**src/rtl/mon_ctl_pkg.sv**
```systemverilog
package mon_ctl_pkg;
  localparam int DATA_W = 8;

  // control register bit positions (software-visible layout)
  localparam int B_START = 0;
  localparam int B_IEN   = 1;
  localparam int B_POL   = 2;
  localparam int B_ICLR  = 3;
  localparam int B_RSREQ = 4;
  localparam int B_CHCLR = 5;
  localparam int B_GPO   = 6;
  localparam int B_INIT  = 7;

  // gating register bit positions
  localparam int B_OSEN  = 6;
  localparam int B_RSEN  = 7;

  localparam logic [DATA_W-1:0] CTL_RESET = 8'h08;

  // pulse channel indices
  localparam int CH_RS  = 0;
  localparam int CH_CHS = 1;
  localparam int N_PULSE = 2;
endpackage

```
**src/rtl/mon_rst_sync.sv**
```systemverilog
module mon_rst_sync #(
  parameter int STAGES = 2
) (
  input  logic clk,
  input  logic ext_rst_n,
  output logic ext_rst
);
  logic [STAGES-1:0] sync_q;

  always_ff @(posedge clk or negedge ext_rst_n) begin
    if (!ext_rst_n) sync_q <= '0;
    else            sync_q <= {sync_q[STAGES-2:0], 1'b1};
  end

  assign ext_rst = ~sync_q[STAGES-1];
endmodule

```
**src/rtl/mon_pulse_timer.sv**
```systemverilog
module mon_pulse_timer #(
  parameter int PULSE_CYC = 2000000
) (
  input  logic clk,
  input  logic clr,
  input  logic start,
  output logic active
);
  localparam int CNT_W = $clog2(PULSE_CYC + 1);

  logic [CNT_W-1:0] cnt_q;

  always_ff @(posedge clk) begin
    if (clr)                    cnt_q <= '0;
    else if (start && !active)  cnt_q <= CNT_W'(PULSE_CYC);
    else if (active)            cnt_q <= cnt_q - 1'b1;
  end

  assign active = (cnt_q != '0);
endmodule

```
**src/rtl/mon_ctl_regs.sv**
```systemverilog
module mon_ctl_regs
  import mon_ctl_pkg::*;
#(
  parameter int ADDR_W = 8,
  parameter logic [ADDR_W-1:0] CTL_ADDR  = ADDR_W'(8'h00),
  parameter logic [ADDR_W-1:0] GATE_ADDR = ADDR_W'(8'h05)
) (
  input  logic              clk,
  input  logic              rst_any,
  input  logic [ADDR_W-1:0] bus_addr,
  input  logic [DATA_W-1:0] bus_wdata,
  input  logic              bus_we,
  input  logic [N_PULSE-1:0] pulse_act,
  output logic [DATA_W-1:0] bus_rdata,
  output logic              ctl_start,
  output logic              ctl_ien,
  output logic              ctl_pol,
  output logic              ctl_iclr,
  output logic              ctl_gpo,
  output logic              os_en,
  output logic              rs_en,
  output logic              soft_init,
  output logic [N_PULSE-1:0] pulse_start,
  output logic              init_q
);
  logic wr_ctl, wr_gate;

  assign wr_ctl    = bus_we && (bus_addr == CTL_ADDR);
  assign wr_gate   = bus_we && (bus_addr == GATE_ADDR);
  assign soft_init = wr_ctl && bus_wdata[B_INIT];

  assign pulse_start[CH_RS]  = wr_ctl && !bus_wdata[B_INIT] && bus_wdata[B_RSREQ]
                               && !os_en && rs_en;
  assign pulse_start[CH_CHS] = wr_ctl && !bus_wdata[B_INIT] && bus_wdata[B_CHCLR];

  always_ff @(posedge clk) begin
    if (rst_any) begin
      ctl_start <= CTL_RESET[B_START];
      ctl_ien   <= CTL_RESET[B_IEN];
      ctl_pol   <= CTL_RESET[B_POL];
      ctl_iclr  <= CTL_RESET[B_ICLR];
      ctl_gpo   <= CTL_RESET[B_GPO];
      os_en     <= 1'b0;
      rs_en     <= 1'b0;
      init_q    <= 1'b1;
    end else begin
      init_q <= soft_init;
      if (soft_init) begin
        ctl_start <= CTL_RESET[B_START];
        ctl_ien   <= CTL_RESET[B_IEN];
        ctl_pol   <= CTL_RESET[B_POL];
        ctl_iclr  <= CTL_RESET[B_ICLR];
        ctl_gpo   <= CTL_RESET[B_GPO];
        os_en     <= 1'b0;
        rs_en     <= 1'b0;
      end else begin
        if (wr_ctl) begin
          ctl_start <= bus_wdata[B_START];
          ctl_ien   <= bus_wdata[B_IEN];
          ctl_pol   <= bus_wdata[B_POL];
          ctl_iclr  <= bus_wdata[B_ICLR];
          ctl_gpo   <= bus_wdata[B_GPO];
        end
        if (wr_gate) begin
          os_en <= bus_wdata[B_OSEN];
          rs_en <= bus_wdata[B_RSEN];
        end
      end
    end
  end

  always_ff @(posedge clk) begin
    if (rst_any) begin
      bus_rdata <= '0;
    end else if (bus_addr == CTL_ADDR) begin
      bus_rdata          <= '0;
      bus_rdata[B_START] <= ctl_start;
      bus_rdata[B_IEN]   <= ctl_ien;
      bus_rdata[B_POL]   <= ctl_pol;
      bus_rdata[B_ICLR]  <= ctl_iclr;
      bus_rdata[B_RSREQ] <= pulse_act[CH_RS];
      bus_rdata[B_CHCLR] <= pulse_act[CH_CHS];
      bus_rdata[B_GPO]   <= ctl_gpo;
    end else if (bus_addr == GATE_ADDR) begin
      bus_rdata         <= '0;
      bus_rdata[B_OSEN] <= os_en;
      bus_rdata[B_RSEN] <= rs_en;
    end else begin
      bus_rdata <= '0;
    end
  end
endmodule

```
**src/rtl/mon_ctl_outs.sv**
```systemverilog
module mon_ctl_outs
  import mon_ctl_pkg::*;
(
  input  logic              clk,
  input  logic              rst_any,
  input  logic              ctl_start,
  input  logic              ctl_ien,
  input  logic              ctl_pol,
  input  logic              ctl_iclr,
  input  logic              ctl_gpo,
  input  logic              irq_pending,
  input  logic [N_PULSE-1:0] pulse_act,
  output logic              run_en,
  output logic              irq_out,
  output logic              rst_out,
  output logic              chassis_clr_n,
  output logic              gpo
);
  always_ff @(posedge clk) begin
    if (rst_any) begin
      run_en        <= 1'b0;
      irq_out       <= 1'b0;
      rst_out       <= 1'b0;
      chassis_clr_n <= 1'b1;
      gpo           <= 1'b0;
    end else begin
      run_en        <= ctl_start && !ctl_iclr;
      irq_out       <= (ctl_ien && irq_pending && !ctl_iclr) ^ ctl_pol;
      rst_out       <= pulse_act[CH_RS] && !ctl_iclr;
      chassis_clr_n <= !pulse_act[CH_CHS];
      gpo           <= ctl_gpo;
    end
  end
endmodule

```
**src/rtl/mon_ctl_top.sv**
```systemverilog
module mon_ctl_top
  import mon_ctl_pkg::*;
#(
  parameter int ADDR_W    = 8,
  parameter int PULSE_CYC = 2000000,
  parameter int SYNC_STG  = 2
) (
  input  logic              clk,
  input  logic              rst,
  input  logic              ext_rst_n,
  input  logic [ADDR_W-1:0] bus_addr,
  input  logic [7:0]        bus_wdata,
  input  logic              bus_we,
  output logic [7:0]        bus_rdata,
  input  logic              irq_pending,
  output logic              run_en,
  output logic              irq_out,
  output logic              rst_out,
  output logic              chassis_clr_n,
  output logic              gpo,
  output logic              init_strobe
);
  logic ext_rst, rst_any, soft_init;
  logic ctl_start, ctl_ien, ctl_pol, ctl_iclr, ctl_gpo, os_en, rs_en;
  logic [N_PULSE-1:0] pulse_start, pulse_act;
  logic rs_active, ch_active;

  mon_rst_sync #(.STAGES(SYNC_STG)) i_sync (
    .clk(clk), .ext_rst_n(ext_rst_n), .ext_rst(ext_rst)
  );

  assign rst_any = rst || ext_rst;

  mon_ctl_regs #(.ADDR_W(ADDR_W)) i_regs (
    .clk(clk), .rst_any(rst_any),
    .bus_addr(bus_addr), .bus_wdata(bus_wdata), .bus_we(bus_we),
    .pulse_act(pulse_act), .bus_rdata(bus_rdata),
    .ctl_start(ctl_start), .ctl_ien(ctl_ien), .ctl_pol(ctl_pol),
    .ctl_iclr(ctl_iclr), .ctl_gpo(ctl_gpo),
    .os_en(os_en), .rs_en(rs_en), .soft_init(soft_init),
    .pulse_start(pulse_start), .init_q(init_strobe)
  );

  for (genvar g = 0; g < N_PULSE; g++) begin : g_pulse
    mon_pulse_timer #(.PULSE_CYC(PULSE_CYC)) i_timer (
      .clk(clk), .clr(rst_any || soft_init),
      .start(pulse_start[g]), .active(pulse_act[g])
    );
  end

  assign rs_active = pulse_act[CH_RS];
  assign ch_active = pulse_act[CH_CHS];

  mon_ctl_outs i_outs (
    .clk(clk), .rst_any(rst_any),
    .ctl_start(ctl_start), .ctl_ien(ctl_ien), .ctl_pol(ctl_pol),
    .ctl_iclr(ctl_iclr), .ctl_gpo(ctl_gpo), .irq_pending(irq_pending),
    .pulse_act(pulse_act),
    .run_en(run_en), .irq_out(irq_out), .rst_out(rst_out),
    .chassis_clr_n(chassis_clr_n), .gpo(gpo)
  );
endmodule

```
**config.mk**
```make
export PLATFORM = sky130hd
export DESIGN_NAME = mon_ctl_top
export DESIGN_NICKNAME = d
export VERILOG_FILES = /design/src/rtl/mon_ctl_pkg.sv /design/src/rtl/mon_rst_sync.sv /design/src/rtl/mon_pulse_timer.sv /design/src/rtl/mon_ctl_regs.sv /design/src/rtl/mon_ctl_outs.sv /design/src/rtl/mon_ctl_top.sv
export SDC_FILE = /design/constraint.sdc
export NUM_CORES = 1
export LEC_CHECK = 0
export BUFFER_PORTS_ARGS = -buffer_cell sky130_fd_sc_hd__clkbuf_2
export CORE_AREA = 5 5 61 104
export CTS_CLUSTER_SIZE = 10
export DETAILED_ROUTE_END_ITERATION = 8
export DIE_AREA = 0 0 66 109
export PLACE_DENSITY = 0.73
export SYNTH_ARGS = -nofsm -noshare
export SYNTH_HDL_FRONTEND = slang
export SYNTH_SLANG_ARGS = --single-unit
```
**constraint.sdc**
```tcl
create_clock -name clk -period 3 [get_ports clk]
set_clock_uncertainty 0.15 [all_clocks]
set_input_delay 0.15 -clock clk [delete_from_list [all_inputs] [get_ports clk]]
set_output_delay 0.15 -clock clk [all_outputs]
set_load 0.01 [all_outputs]
```
=== Word-level counts from Yosys, hierarchy flattened ===
Index checks and enable logic that the tools add are counted.

* Flip-flop bits (word level): 65
* Input port bits: 21
* Output and inout bits: 14
* Word-level logic and storage cells: 62

* Add/sub/neg operators: 2
* Eq/ne operators: 1
* Muxes and demuxes: 6
* Bitwise gates (word level): 3
* Reduce and logical (&&, ||, !) cells: 30

{| class="wikitable"
|+ Operators with widths
! operator !! count
|-
| $mux 21 || 4
|-
| $reduce_bool 21->1 || 2
|-
| $sub 21x1->21 const B || 2
|-
| $logic_and 1x1->1 || 14
|-
| $mux 7 || 2
|-
| $eq 8x3->1 const B || 1
|-
| $logic_not 8->1 || 1
|-
| $reduce_or 2->1 || 3
|-
| $logic_not 1->1 || 5
|-
| $reduce_bool 2->1 || 2
|-
| $reduce_or 3->1 || 1
|-
| $logic_or 1x1->1 || 2
|-
| $not 1->1 || 2
|-
| $xor 1x1->1 || 1
|}

=== Logic depth before layout (Yosys ltp) ===
* Word-level depth: 8
* Gate-level depth with buffers: 8

=== By module ===
A second synthesis with hierarchy kept.

* Cell total of the unflattened synthesis: 352
* Area, all modules: 3206.8 µm²

{| class="wikitable"
|+ Modules (own cells, without submodules)
! module !! instances !! cells an instance !! area each (µm²) !! sequential area each (µm²)
|-
| mon_pulse_timer || 2 || 130 || 1131.1 || 420.4
|-
| mon_ctl_regs || 1 || 73 || 701.9 || 320.3
|-
| mon_ctl_outs || 1 || 13 || 172.7 || 100.1
|-
| mon_rst_sync || 1 || 4 || 57.6 || 50.0
|-
| mon_ctl_top || 1 || 2 || 12.5 || 0.0
|}

=== Worst setup path after synthesis ===
No wires, ideal clock.

* Path kind: register to register
* Start: register g_pulse[1].i_timer.cnt_q[0]
* End: register g_pulse[1].i_timer.cnt_q[7]
* Setup time: 0.139 ns
* Arrival time: 2.221 ns
* Path slack: 0.490 ns
* Stages on the path, launching flop included: 9
* Buffers on the path: 1
* Path through: dfxtp_1 -> inv_1 -> ha_1 -> or4b_1 -> or4_1 -> buf_2 -> o211a_1 -> a211oi_1 -> a311oi_1

* Word-level cells in the longest chain between the ends: 4

{| class="wikitable"
|+ RTL lines
! item !! RTL line !! source
|-
| start, declared || mon_pulse_timer.sv:11 || <nowiki>logic [CNT_W-1:0] cnt_q;</nowiki>
|-
| start signal, assigned || mon_pulse_timer.sv:15 || <nowiki>else if (start && !active) cnt_q <= CNT_W'(PULSE_CYC);</nowiki>
|-
| start signal, assigned || mon_pulse_timer.sv:16 || <nowiki>else if (active) cnt_q <= cnt_q - 1'b1;</nowiki>
|-
| parallel branches: the longest is 4 deep, another holds $sub 21x1->21 || -- ||
|}

Parallel ways; which one is timed is not known. The select of a mux whose other input is x is not followed.
A chain may end at the register's enable or synchronous reset.

=== Final worst setup path ===
Same ends and word-level chain as after synthesis.

==> impl_metrics.yaml <==
clocking:
  numCtsBuffers: 9
  clockBufferDepth: 2
  clkTransAtPathRegs_ps: 80
  cts_resized: 0
  htreeDepth: 3
  clockRootBuffer: "clkbuf_8"
  post_cts_buffers: 0
  cts.sinks: 65
  worstSkewPairLatency_ps: 340
  hold_buffers: 14
  cts_tree: "built"
synth:
  yosys_most_used_dff: "dfxtp_1"
  yosysSeqAreaShare: 0.454
  syn_avg_cell_area_um2: 8.88
  yosysWarnings: 0
  syn-instance-count: 325
  synth-seq-cells: 65
  syn-num-nets: 348
  synthArstFlopShare: 0.0308
  synth_edf_count: 0
  synth_area_um2: 2890
  ys_types: 50
power_and_ir_drop:
  pwr-share-clk: 0.187
  ir_worst_vdd_uv: 874
  switching_power_mw: 2.17
  pwr-share-comb: 0.559
  swShare: 0.438
  p_int_mw: 2.79
  p_seq_frac: 0.253
  leakage_nw: 1.43
  total_power_mw: 4.96
  power.density_nw_per_um2: 1390
layout:
  layout.nets: 406
  area.growth.synth_to_final_pct: 23.5
  n_antenna_cell: 0
  fin_area_um2: 3570
  num-fill-cells: 468
  seq_area_um2: 1310
  multi_input_area_um2: 1500
  drive_gt1_frac: 0.178
routing:
  viasPerCell: 5.66
  drc_errors: 0
  wire_per_inst_um: 14.6
  firstDrtPassIters: 4
  vias: 2624
  wirelength_um: 6770
  drtIter0Drc: 171
  ant_nets: 0
global_route:
  antenna_found_initial: 0
  grt_pass1_wl_um: 12000
  grt_pass1_vias: 2634
  grt_usage: 0.216
  grt_max_degree: 14
  grt-ovfl-total: 0
placed_design:
  dpl.hpwl_um: 4850
  place_congestion: 0.853
  port_buffers: 34
  placed_area_um2: 3170
die:
  rows: 36
  coreArea_um2: 5450
  die_x_um: 66
  die_h_um: 109
  start_util: 0.530
  fp.dieArea_um2: 7190
  ios: 35
worst_setup_path:
  worstPathArrival_ps: 2840
  reg2reg_slack_ps: 220
  critical_path.max_fanout: 9
  ff2ff_path_depth: 7
  cp_data_required_time_ps: 3060
  crit-reg2reg-launch: "g_pulse[1].i_timer.cnt_q[0]"
  r2r-end: "g_pulse[1].i_timer.cnt_q[7]"
  path_class: "register to register"
  worst_setup_path_end_kind: "register"
  start_kind: "register"
timing:
  fin_crit_sh: 0.928
  holdWs_ps: 27.4
  period_needed_ps: 2780
  setup_viol: 0
  slew_headroom: 0.558
  hold_violations: 0
  slew_violations: 0
  setup_tns_ps: 0
  rsz0062_at_grt: "no"
  clock.fmax_mhz: 359
  tightest_slew_ps: 658
worst_hold_path:
  min_path_cells: 4
  hp-class: "input port to register"
  whs_endpoint: "i_regs.bus_rdata[6]"
  min_from: "bus_addr[3]"
run:
  timing.max_cap.violations: 0
run_status:
  status: "complete, no violations"
-- synth_stat cells, types with 8 or more instances --
library cell  count  area (um^2)
or4_1             9         67.6
nand3_1          12         60.1
a211oi_1          9         67.6
xor2_1            8         70.1
xnor2_1           9         78.8
or3_1             8         50.1
nor2_1           44          165
a21oi_1          16         80.1
nor4_1            9         56.3
a311oi_1         10         87.6
and2_1            8         50.1
nand2_1          22         82.6
nor3_1           21          105
o21ai_0           9         45.0
dfxtp_1          63         1260
-- critical path: stages, from the launching register on --
cell	delay [ps]
dfxtp_1	340
inv_1	70
ha_1	190
or4b_1	500
or4_1	720
o211a_1	330
a211oi_1	260
a311oi_1	80
-- cells by family (layout without fill, tap and decap cells) --
| group | after synthesis | after routing | share of synthesized area |
|---|---|---|---|
| adders and majority gates | 2 | 2 | 0.00867 |
| DFF | 65 | 65 | 0.454 |
| buffers and inverters | 17 | 80 | 0.0260 |
| other | 1 | 1 | 0.00130 |
| AOI/OAI and AO/OA | 63 | 63 | 0.150 |
| xor gates and xnor gates | 17 | 17 | 0.0516 |
| muxes | 4 | 4 | 0.0143 |
| and+or+nand+nor | 156 | 156 | 0.293 |
-- cell type report --
cell class	count	share of cell area
clock buffer	10	0.0386
clock inverter	6	0.0319
sequential	65	0.368
inverter	7	0.00737
tap	76	0.0267
timing repair buffer	57	0.106
multi-input combinational	243	0.422
-- worst max path at each step --
stage	from	end	slack, ps	cells past startpoint
2_1_floorplan	g_pulse[1].i_timer.cnt_q[0]	g_pulse[1].i_timer.cnt_q[7]	490	8
3_3_place_gp	g_pulse[1].i_timer.cnt_q[0]	g_pulse[1].i_timer.cnt_q[7]	340	7
3_5_place_dp	g_pulse[1].i_timer.cnt_q[0]	g_pulse[1].i_timer.cnt_q[7]	220	7
4_1_cts	g_pulse[1].i_timer.cnt_q[0]	g_pulse[1].i_timer.cnt_q[7]	220	7
5_1_grt	g_pulse[1].i_timer.cnt_q[0]	g_pulse[1].i_timer.cnt_q[15]	90	7
6_report	g_pulse[1].i_timer.cnt_q[0]	g_pulse[1].i_timer.cnt_q[7]	220	7
-- flip-flops by register name (all words and copies together) (netlist names) --
signal / cells
i_regs.os_en: 1
i_regs.ctl_ien: 1
i_regs.ctl_pol: 1
i_outs.chassis_clr_n: 1
i_regs.ctl_iclr: 1
i_outs.run_en: 1
i_regs.init_q: 1
i_regs.ctl_gpo: 1
i_regs.rs_en: 1
i_regs.bus_rdata: 8
i_regs.ctl_start: 1
i_outs.gpo: 1
i_sync.sync_q: 2
g_pulse.i_timer.cnt_q: 42
i_outs.irq_out: 1
i_outs.rst_out: 1
-- placed cells by master, fill, tap and decap left out, types with 10 or more instances in the layout --
cell type       n
a21oi_1        16
a311oi_1       10
clkbuf_2       34
clkbuf_8       10
dfxtp_1        63
dlygate4sd3_1  14
nand2_1        22
nand3_1        12
nor2_1         44
nor3_1         21
-- per-stage QoR --
step,util,cells,setup WS [ps]
6_report,0.654,464,217
5_1_grt,0.654,464,86.1
4_1_cts,0.654,464,218
3_5_place_dp,0.582,434,224
3_3_place_gp,0.582,434,345
2_1_floorplan,-,325,490
-- layer usage --
layer,global-route usage,vias up,routed length [um]
li1,-,1316,-
met1,0.232,1220,2590
met2,0.381,65,3680
met3,0.0515,23,231
met4,0.118,0,260
met5,0,-,0
-- power groups by stage --
stage	Combinational, mW	Clock (mW)	Sequential (mW)
CTS	2.77	0.945	1.25
detailed placement	2.73	0	1.27
global placement	2.70	0	1.27
floorplan	2.18	0	1.23
global route	3.14	0.992	1.29
finish	2.78	0.929	1.26
(Power assumes the default switching activity.)
